`config.mk`:
```
export PLATFORM = sky130hd
export DESIGN_NAME = pwm_timer_chan
export DESIGN_NICKNAME = d
export VERILOG_FILES = /design/src/rtl/pwm_timer_pkg.sv /design/src/rtl/pwm_timer_regs.sv /design/src/rtl/pwm_timer_prescaler.sv /design/src/rtl/pwm_timer_counter.sv /design/src/rtl/pwm_timer_chan.sv
export SDC_FILE = /design/constraint.sdc
export NUM_CORES = 1
export LEC_CHECK = 0
export ABC_CLOCK_PERIOD_IN_PS = 3300
export BUFFER_PORTS_ARGS = -buffer_cell sky130_fd_sc_hd__buf_2
export CORE_ASPECT_RATIO = 1.5
export CORE_MARGIN = 1
export CORE_UTILIZATION = 30
export DETAILED_ROUTE_END_ITERATION = 10
export PLACE_DENSITY = 0.49
export SYNTH_ARGS = -nofsm -noshare
export SYNTH_HDL_FRONTEND = slang
export SYNTH_SLANG_ARGS = --single-unit
```
`constraint.sdc`:
```
create_clock -name clk_i -period 3.3 [get_ports clk_i]
set_input_delay 0.33 -clock clk_i [delete_from_list [all_inputs] [get_ports clk_i]]
set_output_delay 0.33 -clock clk_i [all_outputs]
set_load 0.05 [all_outputs]
```
`src/rtl/pwm_timer_pkg.sv`:
```
package pwm_timer_pkg;
  localparam int DW        = 32;
  localparam int CNT_W     = 10;
  localparam int PS_W      = 4;
  localparam int EXP_W     = PS_W + 1;
  localparam int MAX_EXP   = 24;

  localparam logic [3:0] OFS_CTRL = 4'h0;
  localparam logic [3:0] OFS_CNT  = 4'h4;

  localparam int CTRL_EN_BIT   = 0;
  localparam int CTRL_MODE_BIT = 4;
  localparam int CTRL_SYNC_BIT = 11;
  localparam int CTRL_PLSB_BIT = 15;
  localparam int CTRL_PS_LSB   = 16;

  localparam int CNT_PER_LSB  = 16;
  localparam int CNT_HIGH_LSB = 0;
endpackage

```
`src/rtl/pwm_timer_regs.sv`:
```
module pwm_timer_regs
  import pwm_timer_pkg::*;
#(
  parameter int AW     = 4,
  parameter int CW     = CNT_W,
  parameter int PW     = PS_W
) (
  input  logic            clk_i,
  input  logic            rst_ni,
  input  logic            wr_i,
  input  logic [AW-1:0]   addr_i,
  input  logic [DW-1:0]   wdata_i,
  input  logic            run_i,
  input  logic            wrap_i,
  output logic [DW-1:0]   rdata_o,
  output logic            en_o,
  output logic            sync_o,
  output logic [CW-1:0]   act_per_o,
  output logic [CW-1:0]   act_high_o,
  output logic [PW:0]     act_exp_o
);
  localparam logic [AW-1:0] A_CTRL = AW'(OFS_CTRL);
  localparam logic [AW-1:0] A_CNT  = AW'(OFS_CNT);

  logic          en_q, mode_q, sync_q, pend_q;
  logic [CW-1:0] shd_per_q, shd_high_q, act_per_q, act_high_q;
  logic [PW-1:0] shd_ps_q, act_ps_q;
  logic          shd_lsb_q, act_lsb_q;

  logic wr_ctrl, wr_cnt, sync_fall, commit;

  assign wr_ctrl   = wr_i & (addr_i == A_CTRL);
  assign wr_cnt    = wr_i & (addr_i == A_CNT);
  assign sync_fall = wr_ctrl & sync_q & ~wdata_i[CTRL_SYNC_BIT];
  // commit waits for a period boundary unless the channel is idle
  assign commit    = pend_q & ~sync_q & (~run_i | wrap_i);

  always_ff @(posedge clk_i or negedge rst_ni) begin
    if (!rst_ni) begin
      en_q       <= 1'b0;
      mode_q     <= 1'b0;
      sync_q     <= 1'b0;
      pend_q     <= 1'b0;
      shd_per_q  <= '0;
      shd_high_q <= '0;
      shd_ps_q   <= '0;
      shd_lsb_q  <= 1'b0;
      act_per_q  <= '0;
      act_high_q <= '0;
      act_ps_q   <= '0;
      act_lsb_q  <= 1'b0;
    end else begin
      if (commit) begin
        act_per_q  <= shd_per_q;
        act_high_q <= shd_high_q;
        act_ps_q   <= shd_ps_q;
        act_lsb_q  <= shd_lsb_q;
        pend_q     <= 1'b0;
      end
      if (sync_fall) pend_q <= 1'b1;
      if (wr_ctrl) begin
        en_q      <= wdata_i[CTRL_EN_BIT];
        mode_q    <= wdata_i[CTRL_MODE_BIT];
        sync_q    <= wdata_i[CTRL_SYNC_BIT];
        shd_lsb_q <= wdata_i[CTRL_PLSB_BIT];
        shd_ps_q  <= wdata_i[CTRL_PS_LSB +: PW];
        if (!sync_q) begin
          act_lsb_q <= wdata_i[CTRL_PLSB_BIT];
          act_ps_q  <= wdata_i[CTRL_PS_LSB +: PW];
        end
      end
      if (wr_cnt) begin
        shd_per_q  <= wdata_i[CNT_PER_LSB +: CW];
        shd_high_q <= wdata_i[CNT_HIGH_LSB +: CW];
        if (!sync_q) begin
          act_per_q  <= wdata_i[CNT_PER_LSB +: CW];
          act_high_q <= wdata_i[CNT_HIGH_LSB +: CW];
        end
      end
    end
  end

  always_comb begin
    rdata_o = '0;
    if (addr_i == A_CTRL) begin
      rdata_o[CTRL_EN_BIT]         = en_q;
      rdata_o[CTRL_MODE_BIT]       = mode_q;
      rdata_o[CTRL_SYNC_BIT]       = sync_q;
      rdata_o[CTRL_PLSB_BIT]       = shd_lsb_q;
      rdata_o[CTRL_PS_LSB +: PW]   = shd_ps_q;
    end else if (addr_i == A_CNT) begin
      rdata_o[CNT_PER_LSB +: CW]   = shd_per_q;
      rdata_o[CNT_HIGH_LSB +: CW]  = shd_high_q;
    end
  end

  logic unused_wdata;
  assign unused_wdata = ^wdata_i;

  assign en_o       = en_q;
  assign sync_o     = sync_q;
  assign act_per_o  = act_per_q;
  assign act_high_o = act_high_q;
  assign act_exp_o  = {act_ps_q, act_lsb_q};
endmodule

```
`src/rtl/pwm_timer_prescaler.sv`:
```
module pwm_timer_prescaler #(
  parameter int EW      = 5,
  parameter int MAX_E   = 24
) (
  input  logic          clk_i,
  input  logic          rst_ni,
  input  logic          run_i,
  input  logic [EW-1:0] exp_i,
  output logic          tick_o
);
  localparam int PRE_W = (MAX_E > 0) ? MAX_E : 1;
  localparam logic [EW-1:0] E_LIM = EW'(MAX_E);

  logic [EW-1:0]    exp_c;
  logic [PRE_W-1:0] mask, pre_q;

  assign exp_c = (exp_i > E_LIM) ? E_LIM : exp_i;

  generate
    if (MAX_E == 0) begin : g_nodiv
      assign mask = '0;
    end else begin : g_div
      for (genvar i = 0; i < PRE_W; i++) begin : g_bit
        assign mask[i] = (EW'(i) < exp_c);
      end
    end
  endgenerate

  assign tick_o = run_i & (pre_q == mask);

  always_ff @(posedge clk_i or negedge rst_ni) begin
    if (!rst_ni)      pre_q <= '0;
    else if (!run_i)  pre_q <= '0;
    else if (tick_o)  pre_q <= '0;
    else              pre_q <= pre_q + PRE_W'(1);
  end
endmodule

```
`src/rtl/pwm_timer_counter.sv`:
```
module pwm_timer_counter #(
  parameter int CW = 10
) (
  input  logic          clk_i,
  input  logic          rst_ni,
  input  logic          run_i,
  input  logic          tick_i,
  input  logic [CW-1:0] per_i,
  input  logic [CW-1:0] high_i,
  output logic [CW-1:0] cnt_o,
  output logic          wrap_o,
  output logic          pwm_o
);
  logic [CW-1:0] cnt_q;

  assign wrap_o = tick_i & (cnt_q == per_i - CW'(1));
  // high >= period keeps the compare true for the whole period
  assign pwm_o  = run_i & (cnt_q < high_i);
  assign cnt_o  = cnt_q;

  always_ff @(posedge clk_i or negedge rst_ni) begin
    if (!rst_ni)      cnt_q <= '0;
    else if (!run_i)  cnt_q <= '0;
    else if (wrap_o)  cnt_q <= '0;
    else if (tick_i)  cnt_q <= cnt_q + CW'(1);
  end
endmodule

```
`src/rtl/pwm_timer_chan.sv`:
```
module pwm_timer_chan
  import pwm_timer_pkg::*;
#(
  parameter int AW    = 4,
  parameter int CW    = CNT_W,
  parameter int PW    = PS_W,
  parameter int MAX_E = MAX_EXP
) (
  input  logic          clk_i,
  input  logic          rst_ni,
  input  logic          wr_i,
  input  logic [AW-1:0] addr_i,
  input  logic [31:0]   wdata_i,
  output logic [31:0]   rdata_o,
  output logic          pwm_o
);
  localparam int EW = PW + 1;

  logic          en, sync, run, tick, wrap;
  logic [CW-1:0] act_per, act_high, cnt;
  logic [EW-1:0] act_exp;

  assign run = en & (|act_per) & (|act_high);

  pwm_timer_regs #(.AW(AW), .CW(CW), .PW(PW)) u_regs (
    .clk_i      (clk_i),
    .rst_ni     (rst_ni),
    .wr_i       (wr_i),
    .addr_i     (addr_i),
    .wdata_i    (wdata_i),
    .run_i      (run),
    .wrap_i     (wrap),
    .rdata_o    (rdata_o),
    .en_o       (en),
    .sync_o     (sync),
    .act_per_o  (act_per),
    .act_high_o (act_high),
    .act_exp_o  (act_exp)
  );

  pwm_timer_prescaler #(.EW(EW), .MAX_E(MAX_E)) u_pre (
    .clk_i  (clk_i),
    .rst_ni (rst_ni),
    .run_i  (run),
    .exp_i  (act_exp),
    .tick_o (tick)
  );

  pwm_timer_counter #(.CW(CW)) u_cnt (
    .clk_i  (clk_i),
    .rst_ni (rst_ni),
    .run_i  (run),
    .tick_i (tick),
    .per_i  (act_per),
    .high_i (act_high),
    .cnt_o  (cnt),
    .wrap_o (wrap),
    .pwm_o  (pwm_o)
  );
endmodule

```
# --- Word-level counts from Yosys, hierarchy flattened ---
# Cells that the tools add are included.
word_totals:
  out_inout_bits: 33
  regBits: 88
op_classes:
  n_bitwise: 15
  order_cmp: 26
  add_sub_neg: 3
  muxes: 30
  n_reduce_logical: 4
  n_eq_ne: 4
ops:
  columns: ["cell", "n"]
  rows:
  - ["10-bit two-way mux", 11]
  - ["24-bit two-way mux", 2]
  - ["4-bit by 5-bit less-than comparator with 1-bit output (first input constant)", 8]
  - ["5-bit less-than comparator (first input constant)", 8]
  - ["24-bit by 1-bit adder with 24-bit output (second input constant)", 1]
  - ["24-bit == test", 1]
  - ["3-bit by 5-bit less-than comparator with 1-bit output (first input constant)", 4]
  - ["10-bit OR reduction", 2]
  - ["4-bit two-way mux", 4]
  - ["1-bit bitwise AND", 11]
  - ["10-bit by 1-bit adder with 10-bit output (second input constant)", 1]
  - ["10-bit == test", 1]
  - ["1-bit by 5-bit less-than comparator with 1-bit output (first input constant)", 2]
  - ["10-bit less-than comparator", 1]
  - ["2-bit by 5-bit less-than comparator with 1-bit output (first input constant)", 2]
  - ["5-bit two-way mux", 2]
  - ["10-bit by 1-bit subtractor with 10-bit output (second input constant)", 1]
  - ["1-bit two-way mux", 9]
  - ["6-bit two-way mux", 1]
  - ["5-bit > comparator (second input constant)", 1]
  - ["4-bit by 3-bit == test with 1-bit output (second input constant)", 1]
  - ["4-bit logical NOT", 1]
  - ["3-bit two-way mux", 1]
  - ["3-bit inequality test (second input constant)", 1]
  - ["3 further kinds", 5]

# --- Longest topological paths before layout ---
# Gate-level depths: netlist of run 1.
logic_depth:
  depth_word: 11
  mapped_depth: 13

# --- By module ---
# A second synthesis of run 1 with hierarchy kept.
hier_totals:
  hier_cells: 643
  hier_area_um2: 6032.0
by_module_without_submodules:
  columns: ["mod", "cells_per_inst", "n_inst", "area_each_um2"]
  rows:
  - ["pwm_timer_regs", 254, 1, 2773.9]
  - ["pwm_timer_prescaler", 234, 1, 2024.4]
  - ["pwm_timer_counter", 148, 1, 1179.9]
  - ["pwm_timer_chan", 7, 1, 53.8]

# --- Worst setup path after synthesis of run 1 ---
# Ideal clock, no wire load.
synth_timing:
  path_kind: "flip-flop to flip-flop"
  startpoint: "reg u_regs.act_ps_q[3]"
  endpoint: "reg u_regs.act_high_q[0], in the netlist u_regs.act_high_o[0]"
  path_slack_ps: 502
  t_arrival_ps: 2676
  path_stages_with_launch: 12
  required_ps: 3177
  synth_period_minus_slack_ps: 2798
  n_path_buf: 3
  cell_sequence: "dfrtp_1 buf_6 or4_4 or3b_1 a21boi_1 o2111ai_1 nor4_2 buf_4 and3_4 o21ai_2 buf_6 o221a_1"
synth_via:
  elab_chain_len: 11
synth_rtl:
  columns: ["element", "line_no", "text"]
  rows:
  - ["from (decl)", "pwm_timer_regs.sv:27", "logic [PW-1:0] shd_ps_q, act_ps_q;"]
  - ["from (signal assigned)", "pwm_timer_regs.sv:56", "act_ps_q <= shd_ps_q;"]
  - ["from (signal assigned)", "pwm_timer_regs.sv:69", "act_ps_q <= wdata_i[CTRL_PS_LSB +: PW];"]
  - ["5-bit > comparator", "pwm_timer_prescaler.sv:17", "assign exp_c = (exp_i > E_LIM) ? E_LIM : exp_i;"]
  - ["5-bit two-way mux (*)", "pwm_timer_prescaler.sv:17", null]
  - ["1-bit by 5-bit less-than comparator with 1-bit output, or another cell as far along", "pwm_timer_prescaler.sv:24", "assign mask[i] = (EW'(i) < exp_c);"]
  - ["24-bit == test (*)", "pwm_timer_prescaler.sv:29", "assign tick_o = run_i & (pre_q == mask);"]
  - ["1-bit bitwise AND (*)", "pwm_timer_prescaler.sv:29", null]
  - ["1-bit bitwise AND (*)", "pwm_timer_counter.sv:16", "assign wrap_o = tick_i & (cnt_q == per_i - CW'(1));"]
  - ["1-bit bitwise OR (*)", "pwm_timer_regs.sv:36", "assign commit = pend_q & ~sync_q & (~run_i | wrap_i);"]
  - ["1-bit bitwise AND (*)", "pwm_timer_regs.sv:36", null]
  - ["10-bit two-way mux (*)", "pwm_timer_regs.sv:53", "if (commit) begin"]
  - ["10-bit two-way mux", "pwm_timer_regs.sv:75", "if (!sync_q) begin"]
  - ["10-bit two-way mux (*)", "pwm_timer_regs.sv:72", "if (wr_cnt) begin"]
  - ["to (signal assigned)", "pwm_timer_regs.sv:55", "act_high_q <= shd_high_q;"]
  - ["to (signal assigned)", "pwm_timer_regs.sv:77", "act_high_q <= wdata_i[CNT_HIGH_LSB +: CW];"]
  - ["to (decl)", "pwm_timer_regs.sv:26", "logic [CW-1:0] shd_per_q, shd_high_q, act_per_q, act_high_q;"]
# Every way passes the cells marked *; elsewhere a longest branch is shown, timed or not.
# A chain may end at the register's enable or synchronous reset.

# --- Worst setup path in the final report of run 1 ---
layout_timing:
  startpoint: "reg u_regs.act_ps_q[2]"
  endpoint: "reg u_regs.act_high_q[3], in the netlist u_regs.act_high_o[3]"
# The elaborated chain is that of the path after synthesis.

==> results.cfg, run 1 <==
[floorplanning]
start_util_pct = 30.7
die-area_um2 = 19600
core_um2 = 18600
chipHeight_um = 171
pin_count = 72
rows = 61
die_w_um = 115

[clock_network]
clk_pin_slew_ps = 70
tritoncts.num_buffers = 9
cts_hold_buf = 0
clock-sinks = 88
cts-root-buf = clkbuf_16
clockBufferDepth = 2
insertion_delay_ps = 350
cts_tree = built
ctsHtreeMaxLevel = 3

[critical_path]
r2r_slack_ps = 170
crit_start = u_regs.act_ps_q[2]
reg2reg_depth = 10
crit_fanout = 20
startpoint_type = register
reg2reg_from = u_regs.act_ps_q[2]
cp.arrival_ps = 3360
cp-end-kind = register
worst-endpoint-required_ps = 3530
worstSetupEndpoint = u_regs.act_high_o[3]
rr_endpoint = u_regs.act_high_o[3]
crit_type = reg -> reg

[timing]
fin_skew_ps = 6.64
setup_violations = 0
period_minus_slack_ps = 3130
fmax_mhz = 319
maxSlewViolCount = 0
post-route-period-util_pct = 94.9
worstMarginPinSlew_ps = 876
max_slew_margin_pct = 41.6
grt_setup_unrepaired = no
setup_tns_ps = 0
hold_viol_final = 0

[grt]
grt_first_pass_wirelength_um = 25200
first_global_vias = 4972
grt_usage_pct = 16.6
overflow = 0
antenna_found_initial = 0
grt_max_degree = 58

[yosys]
syn_inst = 630
synthFlopType = dfrtp_1
synth.distinct_cells = 68
synth_enable_flop_cells = 0
ys_seq_area_share_pct = 38.5
async_reset_ff_share_pct = 100
synth.avg_cell_area_um2 = 9.08
synth_area_um2 = 5720
yosys_warnings = 0
yosys_register_bits = 88

[placed_design]
portBuffers = 51
place_hpwl_um = 11300
gp_congestion = 0.861

[power]
p_total_uw = 3880
p_per_area_nw_per_um2 = 590
ir_worst_vdd_mv = 0.244
cellLeakagePower_uw = 0.00281

[drt]
drt-total-wl_um = 15300
wl_per_cell_um = 16.4
drt_iter0_markers = 286
via_count = 4872
drc = 0
viasPerCell = 5.21
ant_nets = 0
dr.pass1.iters = 4

[final_layout]
final_util_pct = 35.3
antennaDiodeCount = 0
drive_gt1_share_pct = 20.2
area_delta_synth_final_pct = 14.9
layout.nets = 729

[hold_path]
worstHoldPathType = in -> async

[run_status]
outcome = finished, final reports clean

[flow_run]
drv_cap = 0
==> metrics by stage <==
| step | instance area [um^2] | setup WS [ps] | hold slack [ps] | std cells |
|---|---|---|---|---|
| final | 6570 | 167 | 40.3 | 935 |
| after floorplan | 5750 | 502 | 34.4 | 639 |
| after detailed placement | 6280 | 179 | 464 | 919 |
| after global routing | 6570 | 15.6 | 106 | 935 |
| after CTS | 6560 | 148 | 83.5 | 935 |
| after global placement | 6280 | 195 | 458 | 919 |
==> worst min-delay path by stage <==
stage               startpoint              end  slack [ps]  cells past startpoint
floorplan               rst_ni   u_cnt.cnt_o[0]          30                      0
global placement        rst_ni  u_pre.pre_q[22]         460                      1
detailed placement      rst_ni  u_pre.pre_q[22]         460                      1
CTS                     rst_ni  u_pre.pre_q[22]          80                      1
global route            rst_ni  u_pre.pre_q[22]         110                      1
finish                  rst_ni  u_pre.pre_q[22]          40                      1
==> sequential cells by signal (all words and copies together), names as in the netlist, 4 cells and up <==
signal	count
u_regs.shd_per_q	10
u_cnt.cnt_o	10
u_regs.act_per_o	10
u_regs.shd_ps_q	4
u_regs.act_high_o	10
u_regs.act_ps_q	4
u_regs.shd_high_q	10
u_pre.pre_q	24
==> worst max-delay path, stage by stage (launching register included) <==
cell       delay, ps
dfrtp_1          390
buf_4            180
or4b_2           670
a21oi_1          180
a211o_1          120
o2111ai_1        130
nor4_2           320
buf_4            220
and3_4           210
o21ai_2          250
o221a_1          330
==> placed cells by master, fill, tap and decap left out, drive strengths merged, types with 8 or more instances in the layout <==
cell	n
a21oi	17
and2	20
and3	18
buf	77
clkbuf	9
conb	10
dfrtp	88
ha	12
inv	23
mux2	28
nand2	73
nand3	18
nand4	8
nor2	49
nor3	17
o2111ai	8
o21ai	32
o221a	20
o31ai	22
xnor2	20
xor2	16
==> layout make-up <==
type,instances,area (um^2)
clock buffer,9,225
clock inverter,7,55.1
fill,1970,12100
inverter,21,78.8
multi-input combinational,481,3230
sequential,88,2200
tap,252,315
timing repair buffer,77,465
==> power breakdown <==
group / leakage [uW] / switching [uW] / total (uW) / internal, uW
combinational: 0.00151 / 823 / 1430 / 611
sequential: 0.00117 / 215 / 1450 / 1240
clock: 0.000133 / 474 / 993 / 519
==> cell families (layout without fill, tap and decap cells) <==
family,count (synthesis),in the layout,share of synthesized area (%)
XOR/XNOR,36,36,5.51
buffers and inverters,70,114,5.95
AND/OR/NAND/NOR,245,245,21.8
flip-flops,88,88,38.5
other,1,10,0.0656
multiplexers,31,31,6.04
AO/OA/AOI/OAI,147,147,19.5
adder cells (fa/ha/maj),12,12,2.63
==> cells in the mapped netlist, types with 4 or more instances <==
| cell type | instances | area, um^2 |
|---|---|---|
| nand4_1 | 8 | 50.1 |
| nand2_1 | 73 | 274 |
| xnor2_1 | 20 | 175 |
| buf_2 | 5 | 25.0 |
| mux2_2 | 28 | 315 |
| nor2_1 | 49 | 184 |
| clkbuf_1 | 23 | 86.3 |
| and3_1 | 17 | 106 |
| dfrtp_1 | 88 | 2200 |
| nand3_1 | 18 | 90.1 |
| o221a_1 | 20 | 225 |
| ha_1 | 12 | 150 |
| a22o_1 | 6 | 52.6 |
| inv_1 | 20 | 75.1 |
| nor4_1 | 5 | 31.3 |
| buf_1 | 5 | 18.8 |
| o2111ai_1 | 8 | 70.1 |
| xor2_1 | 16 | 140 |
| nand2b_1 | 6 | 37.5 |
| o31ai_1 | 22 | 165 |
| and2_1 | 20 | 125 |
| o311ai_0 | 4 | 35.0 |
| or3b_1 | 5 | 43.8 |
| buf_4 | 13 | 97.6 |
| a21o_1 | 6 | 45.0 |
| o211ai_1 | 6 | 45.0 |
| or2_2 | 4 | 25.0 |
| a21oi_1 | 17 | 85.1 |
| o21ai_0 | 30 | 150 |
| o22ai_1 | 4 | 25.0 |
| nor3_1 | 17 | 85.1 |
| nor4b_1 | 5 | 43.8 |
==> per-layer routing <==
layer / part of all wire, % / GRT usage, % / vias up
met5: 0 / 0 / -
met4: 3.2 / 8.07 / 0
met3: 2.8 / 2.69 / 26
met2: 54 / 31.1 / 102
met1: 40 / 17.8 / 2372
li1: - / - / 2372
==> timing repair <==
action,4_1_cts,5_1_grt
gates resized for setup,0,2
setup endpoints to repair,0,25
buffers inserted,0,0
Power figures use the tool's default switching activity.
==> run 2, diff against run 1 <==
BUFFER_PORTS_ARGS = -buffer_cell sky130_fd_sc_hd__buf_4   (was -buffer_cell sky130_fd_sc_hd__buf_2)
==> results.cfg, run 2 (synthesis results as in run 1) <==
[grt]
grt_max_degree = 55
overflow = 0
first_global_vias = 4947
grt_first_pass_wirelength_um = 26000
grt_usage_pct = 17.1
antenna_found_initial = 0

[clock_network]
clockBufferDepth = 2
tritoncts.num_buffers = 9
ctsHtreeMaxLevel = 3
cts_hold_buf = 0
insertion_delay_ps = 360
cts_setup_buffers = 0
post_cts_resized = 0
clock-sinks = 88
cts-root-buf = clkbuf_16
cts_tree = built
clk_pin_slew_ps = 70

[timing]
fmax_mhz = 324
fin_skew_ps = 10.9
maxSlewViolCount = 0
setup_violations = 0
grt_setup_unrepaired = yes
post-route-worst-setup-slack_ps = 213
period_minus_slack_ps = 3090
post-route-period-util_pct = 93.5
max_slew_margin_pct = 50.9
worstMarginPinSlew_ps = 736
hold_viol_final = 0

[final_layout]
area_delta_synth_final_pct = 17.9
largest_reg_flops = 24
antennaDiodeCount = 0
finalNonFillerCells = 936
top_register = u_pre.pre_q
n_fill_cell = 1971
final_common_cell = dfrtp_1
drive_gt1_share_pct = 20.2
layout.nets = 730
final_cell_mix = dfrtp_1, buf_4, nand2_1, nor2_1, o21ai_0

[placed_design]
gp_congestion = 0.844
dp_slack_ps = 153
place_hpwl_um = 11500
dp.cells = 920
portBuffers = 51

[floorplanning]
core_um2 = 18600
pin_count = 72
rows = 61
die-area_um2 = 19600
die_w_um = 115
start_util_pct = 30.7
chipHeight_um = 171

[drt]
wl_per_cell_um = 16.6
drc = 0
ant_nets = 0
drt_iter0_markers = 216
viasPerCell = 5.24
via_count = 4907
dr.pass1.iters = 5
drt-total-wl_um = 15500

[critical_path]
rr_endpoint = u_cnt.cnt_o[3]
crit_fanout = 11
reg2reg_from = u_regs.act_ps_q[2]
crit_type = reg -> reg
cp-end-kind = register
reg2reg_depth = 11
startpoint_type = register
cp.arrival_ps = 3350
r2r_slack_ps = 210
worst-endpoint-required_ps = 3570

[power]
p_seq_share_pct = 35.9
netSwitchingFraction_pct = 38.2
power_switching_uw = 1530
ir_worst_vdd_mv = 0.240
p_per_area_nw_per_um2 = 596
cellLeakagePower_uw = 0.00286
p_int_uw = 2480
p_clk_share_pct = 27.2
combPwrFrac_pct = 36.9

[hold_path]
worstHoldPathType = in -> async

[run_status]
outcome = finished, final reports clean

[flow_run]
drv_cap = 0
[run 2: cell count changes in the layout (fill, tap and decap cells not counted), moves of 2 or more]
cell / delta
inv_6: -2
buf_4: +50
inv_8: +2
buf_2: -50
clkinv_4: +2
clkinvlp_4: -2
[run 2: worst max-delay path by stage]
| stage | slack, ps | to | startpoint |
|---|---|---|---|
| after floorplan | 500 | u_regs.act_high_o[0] | u_regs.act_ps_q[3] |
| after global placement | 180 | u_regs.act_high_o[8] | u_regs.act_ps_q[2] |
| after detailed placement | 150 | u_regs.act_high_o[8] | u_regs.act_ps_q[2] |
| after CTS | 140 | u_regs.act_high_o[8] | u_regs.act_ps_q[2] |
| after global routing | -20 | u_cnt.cnt_o[3] | u_regs.act_ps_q[2] |
| final | 210 | u_cnt.cnt_o[3] | u_regs.act_ps_q[2] |
[run 2: per-layer routing]
metal | vias to the layer above | global-route usage, % | part of all wire [%]
met4 | 0 | 6.95 | 2.2
met3 | 22 | 2.73 | 2.7
li1 | 2375 | - | -
met1 | 2415 | 19.5 | 41
met2 | 95 | 31.6 | 54
met5 | - | 0 | 0
[run 2: area by class of cell]
cell class,count,area (um^2),share of cell area (%)
Multi-Input combinational cell,481,3230,47.9
Sequential cell,88,2200,32.7
Timing Repair Buffer,78,602,8.93
Tap cell,252,315,4.68
Clock buffer,9,225,3.34
Clock inverter,7,87.6,1.30
Inverter,21,78.8,1.17
[run 2: through the flow]
step / utilization (%) / TNS, ps / power, uW / cell area (um^2) / hold slack (ps)
3_3_place_gp: 34.4 / 0 / 2910 / 6410 / 432
4_1_cts: 36.1 / 0 / 4060 / 6730 / 64.4
5_1_grt: 36.2 / -20.8 / 4290 / 6740 / 90.0
2_1_floorplan: - / 0 / 2490 / 5750 / 34.4
6_report: 36.2 / 0 / 4020 / 6740 / 12.6
3_5_place_dp: 34.4 / 0 / 2950 / 6410 / 451
[run 2: power by group through the flow]
stage	Sequential (uW)	Clock, uW	Combinational, uW
4_1_cts	1440	1130	1490
3_5_place_dp	1460	0	1490
6_report	1440	1090	1480
2_1_floorplan	1380	0	1110
5_1_grt	1470	1170	1640
3_3_place_gp	1450	0	1460
[run 2: critical path, stage by stage, from the launching register on]
cell       delay (ps)
dfrtp_1           400
buf_4             160
or4b_2            670
a21oi_1           160
a211o_1           120
o2111ai_1         140
nor4_2            330
buf_4             230
nand2b_1           80
buf_4             170
or3b_1            380
a21oi_1           160
